<file path="config.mk">
export PLATFORM = sky130hd
export DESIGN_NAME = spi_burst_master
export DESIGN_NICKNAME = d
export VERILOG_FILES = /design/src/rtl/spi_burst_pkg.sv /design/src/rtl/spi_burst_fifo.sv /design/src/rtl/spi_burst_shifter.sv /design/src/rtl/spi_burst_csel.sv /design/src/rtl/spi_burst_master.sv
export SDC_FILE = /design/constraint.sdc
export NUM_CORES = 1
export LEC_CHECK = 0
export CAP_MARGIN = 20
export CORE_MARGIN = 2
export CORE_UTILIZATION = 40
export CTS_CLUSTER_DIAMETER = 30
export DETAILED_ROUTE_END_ITERATION = 8
export DONT_BUFFER_PORTS = 1
export GPL_ROUTABILITY_DRIVEN = 0
export GPL_TIMING_DRIVEN = 0
export PLACE_DENSITY = 0.6
export SYNTH_ARGS = -nofsm -noshare
export SYNTH_HDL_FRONTEND = slang
export SYNTH_HIERARCHICAL = 1
export SYNTH_SLANG_ARGS = --single-unit
</file>
<file path="constraint.sdc">
create_clock -name clk -period 6.1 [get_ports clk]
set_input_delay 1.22 -clock clk [delete_from_list [all_inputs] [get_ports clk]]
set_output_delay 1.22 -clock clk [all_outputs]
set_load 0.1 [all_outputs]
</file>
<file path="src/rtl/spi_burst_pkg.sv">
package spi_burst_pkg;
  typedef logic [7:0] byte_t;
  typedef enum logic {ENG_IDLE = 1'b0, ENG_SHIFT = 1'b1} eng_state_t;

  localparam logic [5:0] OFF_RXD   = 6'h00;
  localparam logic [5:0] OFF_TXD   = 6'h04;
  localparam logic [5:0] OFF_CTRL  = 6'h08;
  localparam logic [5:0] OFF_IEN   = 6'h0C;
  localparam logic [5:0] OFF_IST   = 6'h10;
  localparam logic [5:0] OFF_BURST = 6'h20;
  localparam logic [5:0] OFF_TXCNT = 6'h24;
  localparam logic [5:0] OFF_FSTAT = 6'h28;

  localparam int CB_EN      = 0;
  localparam int CB_MSTR    = 1;
  localparam int CB_CPHA    = 2;
  localparam int CB_CPOL    = 3;
  localparam int CB_ACTLOW  = 4;
  localparam int CB_LSB     = 6;
  localparam int CB_TXCLR   = 8;
  localparam int CB_RXCLR   = 9;
  localparam int CB_GO      = 10;
  localparam int CB_SEL     = 12;
  localparam int CB_DISCARD = 15;
  localparam int CB_MANUAL  = 16;
  localparam int CB_LEVEL   = 17;
  localparam int IB_DONE    = 16;
  localparam int FS_TXPOS   = 16;

  // bit presented first on the line for the chosen order
  function automatic logic sb_head(input logic lsb, input byte_t b);
    return lsb ? b[0] : b[7];
  endfunction

  // remove the bit just presented
  function automatic byte_t sb_drop(input logic lsb, input byte_t b);
    return lsb ? {1'b0, b[7:1]} : {b[6:0], 1'b0};
  endfunction

  // insert a captured bit
  function automatic byte_t sb_take(input logic lsb, input byte_t b, input logic d);
    return lsb ? {d, b[7:1]} : {b[6:0], d};
  endfunction
endpackage

</file>
<file path="src/rtl/spi_burst_fifo.sv">
module spi_burst_fifo #(
  parameter int DEPTH = 64,
  parameter int W     = 8
) (
  input  logic               clk,
  input  logic               rst_n,
  input  logic               clr,
  input  logic               push,
  input  logic [W-1:0]       wdata,
  input  logic               pop,
  output logic [W-1:0]       rdata,
  output logic [$clog2(DEPTH):0] count,
  output logic               full,
  output logic               empty
);
  localparam int AW = $clog2(DEPTH);

  logic [W-1:0]  mem [DEPTH];
  logic [AW-1:0] wp, rp;
  logic          do_push, do_pop;

  always_comb begin
    full    = (count == (AW+1)'(DEPTH));
    empty   = (count == '0);
    do_push = push && !full && !clr;
    do_pop  = pop && !empty && !clr;
    rdata   = mem[rp];
  end

  always_ff @(posedge clk or negedge rst_n) begin
    if (!rst_n) begin
      wp    <= '0;
      rp    <= '0;
      count <= '0;
    end else if (clr) begin
      wp    <= '0;
      rp    <= '0;
      count <= '0;
    end else begin
      if (do_push) wp <= wp + 1'b1;
      if (do_pop)  rp <= rp + 1'b1;
      case ({do_push, do_pop})
        2'b10:   count <= count + 1'b1;
        2'b01:   count <= count - 1'b1;
        default: count <= count;
      endcase
    end
  end

  always_ff @(posedge clk) begin
    if (do_push) mem[wp] <= wdata;
  end

  AST_FULL_HOLDS: assert property (@(posedge clk) disable iff (!rst_n) (full && push && !pop && !clr) |=> full);
  AST_CLEAR_EMPTIES: assert property (@(posedge clk) disable iff (!rst_n) clr |=> empty);
endmodule

</file>
<file path="src/rtl/spi_burst_shifter.sv">
module spi_burst_shifter
  import spi_burst_pkg::*;
#(
  parameter int CNT_W = 24
) (
  input  logic             clk,
  input  logic             rst_n,
  input  logic             tick,
  input  logic             start,
  input  logic             cfg_cpol,
  input  logic             cfg_cpha,
  input  logic             cfg_lsb,
  input  logic             cfg_discard,
  input  logic [CNT_W-1:0] burst_len,
  input  logic [CNT_W-1:0] tx_len,
  input  byte_t            tx_head,
  input  logic             tx_empty,
  input  logic             miso,
  output logic             tx_pop,
  output logic             rx_push,
  output byte_t            rx_byte,
  output logic             busy,
  output logic             done,
  output logic             sck,
  output logic             mosi
);
  eng_state_t       state;
  logic             cpol_q, cpha_q, lsb_q, discard_q;
  logic [CNT_W-1:0] remain, tx_left, left_now;
  byte_t            txs, rxs, load_byte;
  logic             mosi_q, half;
  logic [2:0]       bitcnt;
  logic             start_ok, byte_fire, last_byte, load_now, capture, launch;
  logic             load_cpha, load_lsb;

  // named events for the assertions
  always_comb begin
    busy      = (state == ENG_SHIFT);
    start_ok  = !busy && start;
    byte_fire = busy && tick && half && (bitcnt == 3'd7);
    last_byte = byte_fire && (remain == CNT_W'(1));
    done      = (start_ok && (burst_len == '0)) || last_byte;
    load_now  = (start_ok && (burst_len != '0)) || (byte_fire && !last_byte);
    left_now  = busy ? tx_left : tx_len;
    tx_pop    = load_now && (left_now != '0) && !tx_empty;
    load_byte = tx_pop ? tx_head : 8'h00;
    load_cpha = busy ? cpha_q : cfg_cpha;
    load_lsb  = busy ? lsb_q : cfg_lsb;
    capture   = busy && tick && (half == cpha_q);
    launch    = busy && tick && (cpha_q ? !half : (half && (bitcnt != 3'd7)));
    rx_byte   = capture ? sb_take(lsb_q, rxs, miso) : rxs;
    rx_push   = byte_fire && !discard_q;
    sck       = busy ? (cpol_q ^ half) : cfg_cpol;
    mosi      = mosi_q;
  end

  always_ff @(posedge clk or negedge rst_n) begin
    if (!rst_n) begin
      state     <= ENG_IDLE;
      cpol_q    <= 1'b0;
      cpha_q    <= 1'b0;
      lsb_q     <= 1'b0;
      discard_q <= 1'b0;
      remain    <= '0;
      tx_left   <= '0;
      txs       <= '0;
      rxs       <= '0;
      mosi_q    <= 1'b0;
      half      <= 1'b0;
      bitcnt    <= '0;
    end else begin
      if (start_ok) begin
        cpol_q    <= cfg_cpol;
        cpha_q    <= cfg_cpha;
        lsb_q     <= cfg_lsb;
        discard_q <= cfg_discard;
        remain    <= burst_len;
        half      <= 1'b0;
        bitcnt    <= '0;
        if (burst_len != '0) state <= ENG_SHIFT;
      end
      if (busy && tick) begin
        half <= !half;
        if (half) bitcnt <= bitcnt + 3'd1;
      end
      if (capture)   rxs <= rx_byte;
      if (byte_fire) remain <= remain - CNT_W'(1);
      if (last_byte) state <= ENG_IDLE;
      if (launch) begin
        mosi_q <= sb_head(lsb_q, txs);
        txs    <= sb_drop(lsb_q, txs);
      end
      if (load_now) begin
        tx_left <= left_now - CNT_W'(left_now != '0);
        if (!load_cpha) begin
          mosi_q <= sb_head(load_lsb, load_byte);
          txs    <= sb_drop(load_lsb, load_byte);
        end else begin
          txs <= load_byte;
        end
      end
    end
  end

  AST_DONE_IDLES: assert property (@(posedge clk) disable iff (!rst_n) done |=> !busy);
  AST_REMAIN_LIVE: assert property (@(posedge clk) disable iff (!rst_n) busy |-> (remain != '0));
endmodule

</file>
<file path="src/rtl/spi_burst_csel.sv">
module spi_burst_csel #(
  parameter int NCS = 4,
  parameter int SW  = 2
) (
  input  logic [SW-1:0]  sel,
  input  logic           act_low,
  input  logic           manual,
  input  logic           level,
  input  logic           busy,
  output logic [NCS-1:0] cs
);
  // inactive level equals act_low; busy flips the picked line to active
  for (genvar i = 0; i < NCS; i++) begin : g_line
    assign cs[i] = (sel == SW'(i)) ? (manual ? level : (busy ^ act_low)) : act_low;
  end
endmodule

</file>
<file path="src/rtl/spi_burst_master.sv">
module spi_burst_master
  import spi_burst_pkg::*;
#(
  parameter int FIFO_DEPTH = 64,
  parameter int CNT_W      = 24,
  parameter int NCS        = 4
) (
  input  logic           clk,
  input  logic           rst_n,
  input  logic           bus_wr,
  input  logic           bus_rd,
  input  logic [5:0]     bus_addr,
  input  logic [31:0]    bus_wdata,
  output logic [31:0]    bus_rdata,
  input  logic           sck_tick,
  output logic           spi_sck,
  output logic           spi_mosi,
  input  logic           spi_miso,
  output logic [NCS-1:0] spi_cs,
  output logic           irq
);
  localparam int CW = $clog2(FIFO_DEPTH) + 1;
  localparam int SW = (NCS > 1) ? $clog2(NCS) : 1;

  logic             en_q, mstr_q, cpha_q, cpol_q, al_q, lsb_q, discard_q, manual_q, level_q;
  logic [SW-1:0]    sel_q;
  logic             ien_q, ist_q, go_q;
  logic [CNT_W-1:0] burst_q, txcnt_q;

  logic             wr_ctrl, wr_ist, tx_clr, rx_clr, tx_push, rx_pop;
  logic             eng_tx_pop, eng_rx_push, eng_busy, eng_done;
  byte_t            eng_rx_byte, tx_head, rx_head;
  logic [CW-1:0]    tx_count, rx_count;
  logic             tx_full, tx_empty, rx_full, rx_empty;

  always_comb begin
    wr_ctrl = bus_wr && (bus_addr == OFF_CTRL);
    wr_ist  = bus_wr && (bus_addr == OFF_IST);
    tx_clr  = wr_ctrl && bus_wdata[CB_TXCLR];
    rx_clr  = wr_ctrl && bus_wdata[CB_RXCLR];
    tx_push = bus_wr && (bus_addr == OFF_TXD);
    rx_pop  = bus_rd && (bus_addr == OFF_RXD);
  end

  spi_burst_fifo #(.DEPTH(FIFO_DEPTH), .W(8)) u_txf (
    .clk(clk), .rst_n(rst_n), .clr(tx_clr), .push(tx_push), .wdata(bus_wdata[7:0]),
    .pop(eng_tx_pop), .rdata(tx_head), .count(tx_count), .full(tx_full), .empty(tx_empty)
  );

  spi_burst_fifo #(.DEPTH(FIFO_DEPTH), .W(8)) u_rxf (
    .clk(clk), .rst_n(rst_n), .clr(rx_clr), .push(eng_rx_push), .wdata(eng_rx_byte),
    .pop(rx_pop), .rdata(rx_head), .count(rx_count), .full(rx_full), .empty(rx_empty)
  );

  spi_burst_shifter #(.CNT_W(CNT_W)) u_eng (
    .clk(clk), .rst_n(rst_n), .tick(sck_tick), .start(go_q),
    .cfg_cpol(cpol_q), .cfg_cpha(cpha_q), .cfg_lsb(lsb_q), .cfg_discard(discard_q),
    .burst_len(burst_q), .tx_len(txcnt_q), .tx_head(tx_head), .tx_empty(tx_empty),
    .miso(spi_miso), .tx_pop(eng_tx_pop), .rx_push(eng_rx_push), .rx_byte(eng_rx_byte),
    .busy(eng_busy), .done(eng_done), .sck(spi_sck), .mosi(spi_mosi)
  );

  spi_burst_csel #(.NCS(NCS), .SW(SW)) u_cs (
    .sel(sel_q), .act_low(al_q), .manual(manual_q), .level(level_q),
    .busy(eng_busy), .cs(spi_cs)
  );

  always_ff @(posedge clk or negedge rst_n) begin
    if (!rst_n) begin
      en_q <= 1'b0; mstr_q <= 1'b0; cpha_q <= 1'b0; cpol_q <= 1'b0;
      al_q <= 1'b0; lsb_q <= 1'b0; discard_q <= 1'b0;
      manual_q <= 1'b0; level_q <= 1'b0; sel_q <= '0;
      ien_q <= 1'b0; ist_q <= 1'b0; go_q <= 1'b0;
      burst_q <= '0; txcnt_q <= '0;
    end else begin
      if (wr_ctrl) begin
        en_q      <= bus_wdata[CB_EN];
        mstr_q    <= bus_wdata[CB_MSTR];
        cpha_q    <= bus_wdata[CB_CPHA];
        cpol_q    <= bus_wdata[CB_CPOL];
        al_q      <= bus_wdata[CB_ACTLOW];
        lsb_q     <= bus_wdata[CB_LSB];
        sel_q     <= bus_wdata[CB_SEL +: SW];
        discard_q <= bus_wdata[CB_DISCARD];
        manual_q  <= bus_wdata[CB_MANUAL];
        level_q   <= bus_wdata[CB_LEVEL];
      end
      // start waits one cycle so the engine sees the written mode bits
      go_q <= wr_ctrl && bus_wdata[CB_GO] && bus_wdata[CB_EN] && !eng_busy && !go_q;
      if (bus_wr && (bus_addr == OFF_IEN))   ien_q   <= bus_wdata[IB_DONE];
      if (bus_wr && (bus_addr == OFF_BURST)) burst_q <= bus_wdata[CNT_W-1:0];
      if (bus_wr && (bus_addr == OFF_TXCNT)) txcnt_q <= bus_wdata[CNT_W-1:0];
      if (eng_done)                             ist_q <= 1'b1;
      else if (wr_ist && bus_wdata[IB_DONE])    ist_q <= 1'b0;
    end
  end

  always_comb begin
    bus_rdata = '0;
    case (bus_addr)
      OFF_RXD: bus_rdata[7:0] = rx_head;
      OFF_CTRL: begin
        bus_rdata[CB_EN]       = en_q;
        bus_rdata[CB_MSTR]     = mstr_q;
        bus_rdata[CB_CPHA]     = cpha_q;
        bus_rdata[CB_CPOL]     = cpol_q;
        bus_rdata[CB_ACTLOW]   = al_q;
        bus_rdata[CB_LSB]      = lsb_q;
        bus_rdata[CB_GO]       = eng_busy || go_q;
        bus_rdata[CB_SEL +: SW] = sel_q;
        bus_rdata[CB_DISCARD]  = discard_q;
        bus_rdata[CB_MANUAL]   = manual_q;
        bus_rdata[CB_LEVEL]    = level_q;
      end
      OFF_IEN:   bus_rdata[IB_DONE] = ien_q;
      OFF_IST:   bus_rdata[IB_DONE] = ist_q;
      OFF_BURST: bus_rdata[CNT_W-1:0] = burst_q;
      OFF_TXCNT: bus_rdata[CNT_W-1:0] = txcnt_q;
      OFF_FSTAT: begin
        bus_rdata[CW-1:0]          = rx_count;
        bus_rdata[FS_TXPOS +: CW]  = tx_count;
      end
      default: bus_rdata = '0;
    endcase
    irq = ist_q && ien_q;
  end

  AST_DONE_RAISES_FLAG: assert property (@(posedge clk) disable iff (!rst_n) eng_done |=> ist_q);
  AST_SINGLE_SELECT: assert property (@(posedge clk) disable iff (!rst_n) (eng_busy && !manual_q) |-> ($countones(spi_cs ^ {NCS{al_q}}) == 1));
endmodule

</file>
======== After elaboration in Yosys (flattened, before gate mapping) ========
Memories as Yosys holds them, arrays and structs flattened.
Index checks and enable logic that the tools add are counted.
cells by class
  add/sub/neg operators ................... 11
  multiply operators ...................... 0
  div/mod/pow operators ................... 0
  order comparisons ....................... 0
  equality and inequality tests ........... 20
  shift-type cells ........................ 0
  multiplexer cells ....................... 65
  bitwise operators ....................... 2
  reductions and logical operators ........ 71
operators by type and width
  operator                 number
  $mux W24                 3
  $mux W8                  8
  $mux W6                  8
  $reduce_bool A24 Y1      2
  $logic_and A1 B1 Y1      37
  $pmux W7 S2              2
  $mux W1                  25
  $pmux W5 S5              1
  $add A6 B1 Y6 const B    4
  $eq A24 B1 Y1 const B    1
  $logic_not A24 Y1        1
  $sub A24 B1 Y24          1
  $sub A24 B1 Y24 const B  1
  $reduce_bool A2 Y1       10
  $eq A6 B6 Y1 const B     3
  $pmux W5 S3              1
  $add A7 B1 Y7 const B    2
  $eq A7 B7 Y1 const B     2
  $logic_not A7 Y1         2
  $mux W7                  2
  $sub A7 B1 Y7 const B    2
  $eq A6 B4 Y1 const B     2
  $logic_not A1 Y1         11
  $mux W3                  3
  21 further kinds         35
storage, ports and cells
  bits in registers ....................... 174
  bits in latches ......................... 0
  bits in writable memories ............... 1024
  ROM bits ................................ 0
  input port bits ......................... 44
  logic and storage cells ................. 204
  memories ................................ 2
memory list
  name       depth  width  read ports  clocked after Yosys merged registers in  wr ports  line                  source
  u_rxf.mem  64     8      1           0                                        1         spi_burst_fifo.sv:18  logic [W-1:0] mem [DEPTH];
  u_txf.mem  64     8      1           0                                        1         spi_burst_fifo.sv:18

======== Logic depth before layout (Yosys ltp) ========
  depth in word-level cells ............... 14
  gate-level depth with buffers ........... 16
  depth with buffers taken out ............ 14

======== Cells and area by module ========
The synthesis kept the hierarchy.
by module, submodules not included
  module                   instances  cells an instance  area an instance (um^2)
  spi_burst_fifo at u_txf  1          1026               20943.8
  spi_burst_fifo at u_rxf  1          1022               20818.7
  spi_burst_shifter        1          593                5221.3
  spi_burst_master         1          248                3164.3
  spi_burst_csel           1          14                 83.8

======== Worst setup path before layout ========
No wires, ideal clock.
  path kind ............................... input to output
  start ................................... input port bus_addr[3]
  end ..................................... output port bus_rdata[16]
  arrival time ............................ 3583 ps
  required time ........................... 4880 ps
  path slack .............................. 1297 ps
  cell stages on the path ................. 6
  path buffers ............................ 3
  cells stage by stage .................... buf_2 -> nor2b_1 -> buf_2 -> buf_1 -> a22oi_1 -> o221ai_1
on the way
  word-level cells in the longest chain between the ends .. 2
  elaborated cells on any way between the ends .. 7
RTL lines
  what                                        line                     source
  from (decl)                                 spi_burst_master.sv:12   input logic [5:0] bus_addr,
  $eq A6 B6 Y1, or another cell as far along  spi_burst_master.sv:100  case (bus_addr)
  $pmux W1 S6 *                               spi_burst_master.sv:100
  to (decl)                                   spi_burst_master.sv:14   output logic [31:0] bus_rdata,
Mark *: on every way between the ends. The rest lies on a longest branch, timed or not.

======== Worst setup path in the final report ========
  start ................................... register u_rxf.rp[1]
  end ..................................... output port bus_rdata[7]
on the way
  word-level cells in the longest chain between the ends .. 2
RTL lines
  what                    line                     source
  from (decl)             spi_burst_fifo.sv:19     logic [AW-1:0] wp, rp;
  from (signal assigned)  spi_burst_fifo.sv:41     if (do_pop) rp <= rp + 1'b1;
  $mem_v2 Z64 W8          -
  named net rx_head[7]    spi_burst_master.sv:32   byte_t eng_rx_byte, tx_head, rx_head;
  $pmux W1 S3             spi_burst_master.sv:100
The timed path passes the listed nets, and every way through them passes these cells.

==> results.json <==
{
  "critPathKind": "reg -> out",
  "power_density_nw_per_um2": 397,
  "grt_pass1_vias": 28961,
  "setup_viol": 0,
  "tightestPinTransition_ns": 1.20,
  "power.leakage_nw": 20.4,
  "cts_setup_buffers": 0,
  "arrival_ns": 4.74,
  "wl_um": 133000,
  "rsz0062_at_grt": "false",
  "cts.path.max_buffers": 3,
  "die_h_um": 358,
  "end_kind": "primary output",
  "syn-instance-count": 2902,
  "grt_util_all_layers_pct": 20.8,
  "overflow": 0,
  "cts_inserted_buffers": 228,
  "cts_root_buf": "clkbuf_16",
  "hp-class": "in -> async",
  "nets": 3235,
  "clk_latency_ns": 0.81,
  "cts_sinks": 1198,
  "synthesis.area_um2": 50200,
  "fp.coreArea_um2": 125000,
  "layout-drive-gt1-share_pct": 26.4,
  "grt_max_degree": 175,
  "tritoncts": "yes",
  "placed_area_um2": 53100,
  "hold_viol": 0,
  "die_area_um2": 128000,
  "max_freq_ghz": 0.168,
  "crit_path_start_kind": "register",
  "ir_drop_mv": 0.303,
  "num_io_pins": 83,
  "clk_pin_slew_worst_paths_ns": 0.05,
  "slew_violations": 0,
  "antenna_found_initial": 1,
  "final_area_um2": 61000,
  "power_mw": 24.2,
  "max_slew_margin_pct": 20.3,
  "status": "completed",
  "skew_ns": 0.0481,
  "fin_util_pct": 48.8,
  "nFillCells": 10195,
  "reg2reg_slack_ns": 0.62,
  "area_growth_pct": 21.5,
  "postSynthAreaPerCell_um2": 17.3,
  "drtIter0Drc": 3324,
  "crit_fanout": 10,
  "cp.required_ns": 4.88,
  "post-route-period-util_pct": 97.7,
  "drt-pass1-iter-count": 6,
  "min_period_ns": 5.96,
  "initial_core_util_pct": 40.2,
  "ctsHtreeMaxLevel": 4,
  "chipWidth_um": 358,
  "grt_pass1_wl_um": 196000,
  "drtAntennaViolNets": 0,
  "num_vias": 29013,
  "wl_per_cell_um": 26.6,
  "row_count": 130,
  "dp_hpwl_um": 85900,
  "maxCapViolCount": 0,
  "viasPerCell": 5.78,
  "numPortBuffers": 0,
  "yosys_warnings": 6,
  "drc_errors": 0
}
[worst paths after layout]
check	startpoint	to	cells after the start
min in group clk	u_eng/cpol_q$_DFFE_PN0P_	u_eng/cpol_q$_DFFE_PN0P_	2
worst min-delay path	rst_n	burst_q[13]$_DFFE_PN0P_	0
worst max register to register	u_eng/busy$_DFFE_PN0P_	u_txf/count[6]$_DFFE_PN0P_	14
worst min register to register	u_eng/cpol_q$_DFFE_PN0P_	u_eng/cpol_q$_DFFE_PN0P_	2
max in group asynchronous	rst_n	u_txf/wp[4]$_DFFE_PN0P_	0
worst max-delay path	u_rxf/rp[1]$_DFFE_PN0P_	bus_rdata[7]	8
[worst max-delay path, cell delays in order, from the launching register on]
cell and delay, ns:
dfrtp_1 0.54, clkbuf_2 0.40, clkbuf_1 0.55, mux4_2 0.40
a22oi_1 0.36, a21oi_1 0.20, or4_1 0.67, and3_1 0.21
a221o_2 0.56
[what timing repair did]
action,in CTS,in global routing
hold buffers,0,0
endpoints found under the setup margin,8,0
resized for setup,4,0
[routing by layer]
layer,part of all wire (%),track usage [%],vias to the layer above
li1,-,-,12428
met1,42,29.0,15236
met2,48,32.7,1134
met3,7.4,4.27,213
met4,2.7,7.00,2
met5,0.0075,0,-
[power by group]
| group | leakage (nW) | internal [mW] | switching, mW |
|---|---|---|---|
| Clock | 3.76 | 8.32 | 4.29 |
| Combinational | 5.10 | 0.578 | 1.22 |
| Sequential | 11.5 | 9.60 | 0.231 |
| Total | 20.4 | 18.5 | 5.74 |
[final cells by class]
| cell class | count | area [um^2] | share of cell area (%) |
|---|---|---|---|
| Clock buffer | 268 | 5960 | 9.76 |
| Buffer | 185 | 898 | 1.47 |
| Antenna cell | 2 | 5.00 | 0.00820 |
| Clock inverter | 160 | 1930 | 3.16 |
| Timing Repair Buffer | 30 | 671 | 1.10 |
| Sequential cell | 1198 | 35100 | 57.5 |
| Tap cell | 1650 | 2060 | 3.38 |
| Multi-Input combinational cell | 1510 | 14300 | 23.5 |
| Inverter | 16 | 60.1 | 0.0984 |
[through the flow]
step	TNS (ns)	cells	setup slack, ns	hold WS (ns)
after floorplan	0	2909	1.30	0.446
after global placement	-708.94	4559	-1.70	0.477
after detailed placement	-0.182	4589	-0.182	0.485
after CTS	0	5017	0.207	0.0577
after global routing	0	5017	0.0811	0.0815
final	0	5019	0.139	0.122
[layout by cell type (no fill, tap or decap), drive strengths merged, types with 32 or more instances in the layout]
cell / count
edfxtp: 1024
clkbuf: 361
mux4: 256
nor2: 239
dfrtp: 174
buf: 121
a21oi: 114
nand2: 102
a22oi: 97
clkinv: 73
mux2: 69
mux2i: 49
o21ai: 41
inv: 40
nor3: 36
clkinvlp: 32
[flip-flops by register name (all words and copies together) (netlist names), 2 cells and up]
register / flops
burst_q: 24
u_eng/rxs: 8
txcnt_q: 24
u_rxf/mem: 512
u_txf/count: 7
u_txf/rp: 6
u_eng/txs: 8
u_rxf/count: 7
u_eng/tx_left: 24
sel_q: 2
u_txf/wp: 6
u_eng/bitcnt: 3
u_txf/mem: 512
u_rxf/wp: 6
u_rxf/rp: 6
u_eng/remain: 24
No activity file was read; power rests on OpenSTA's default activity.
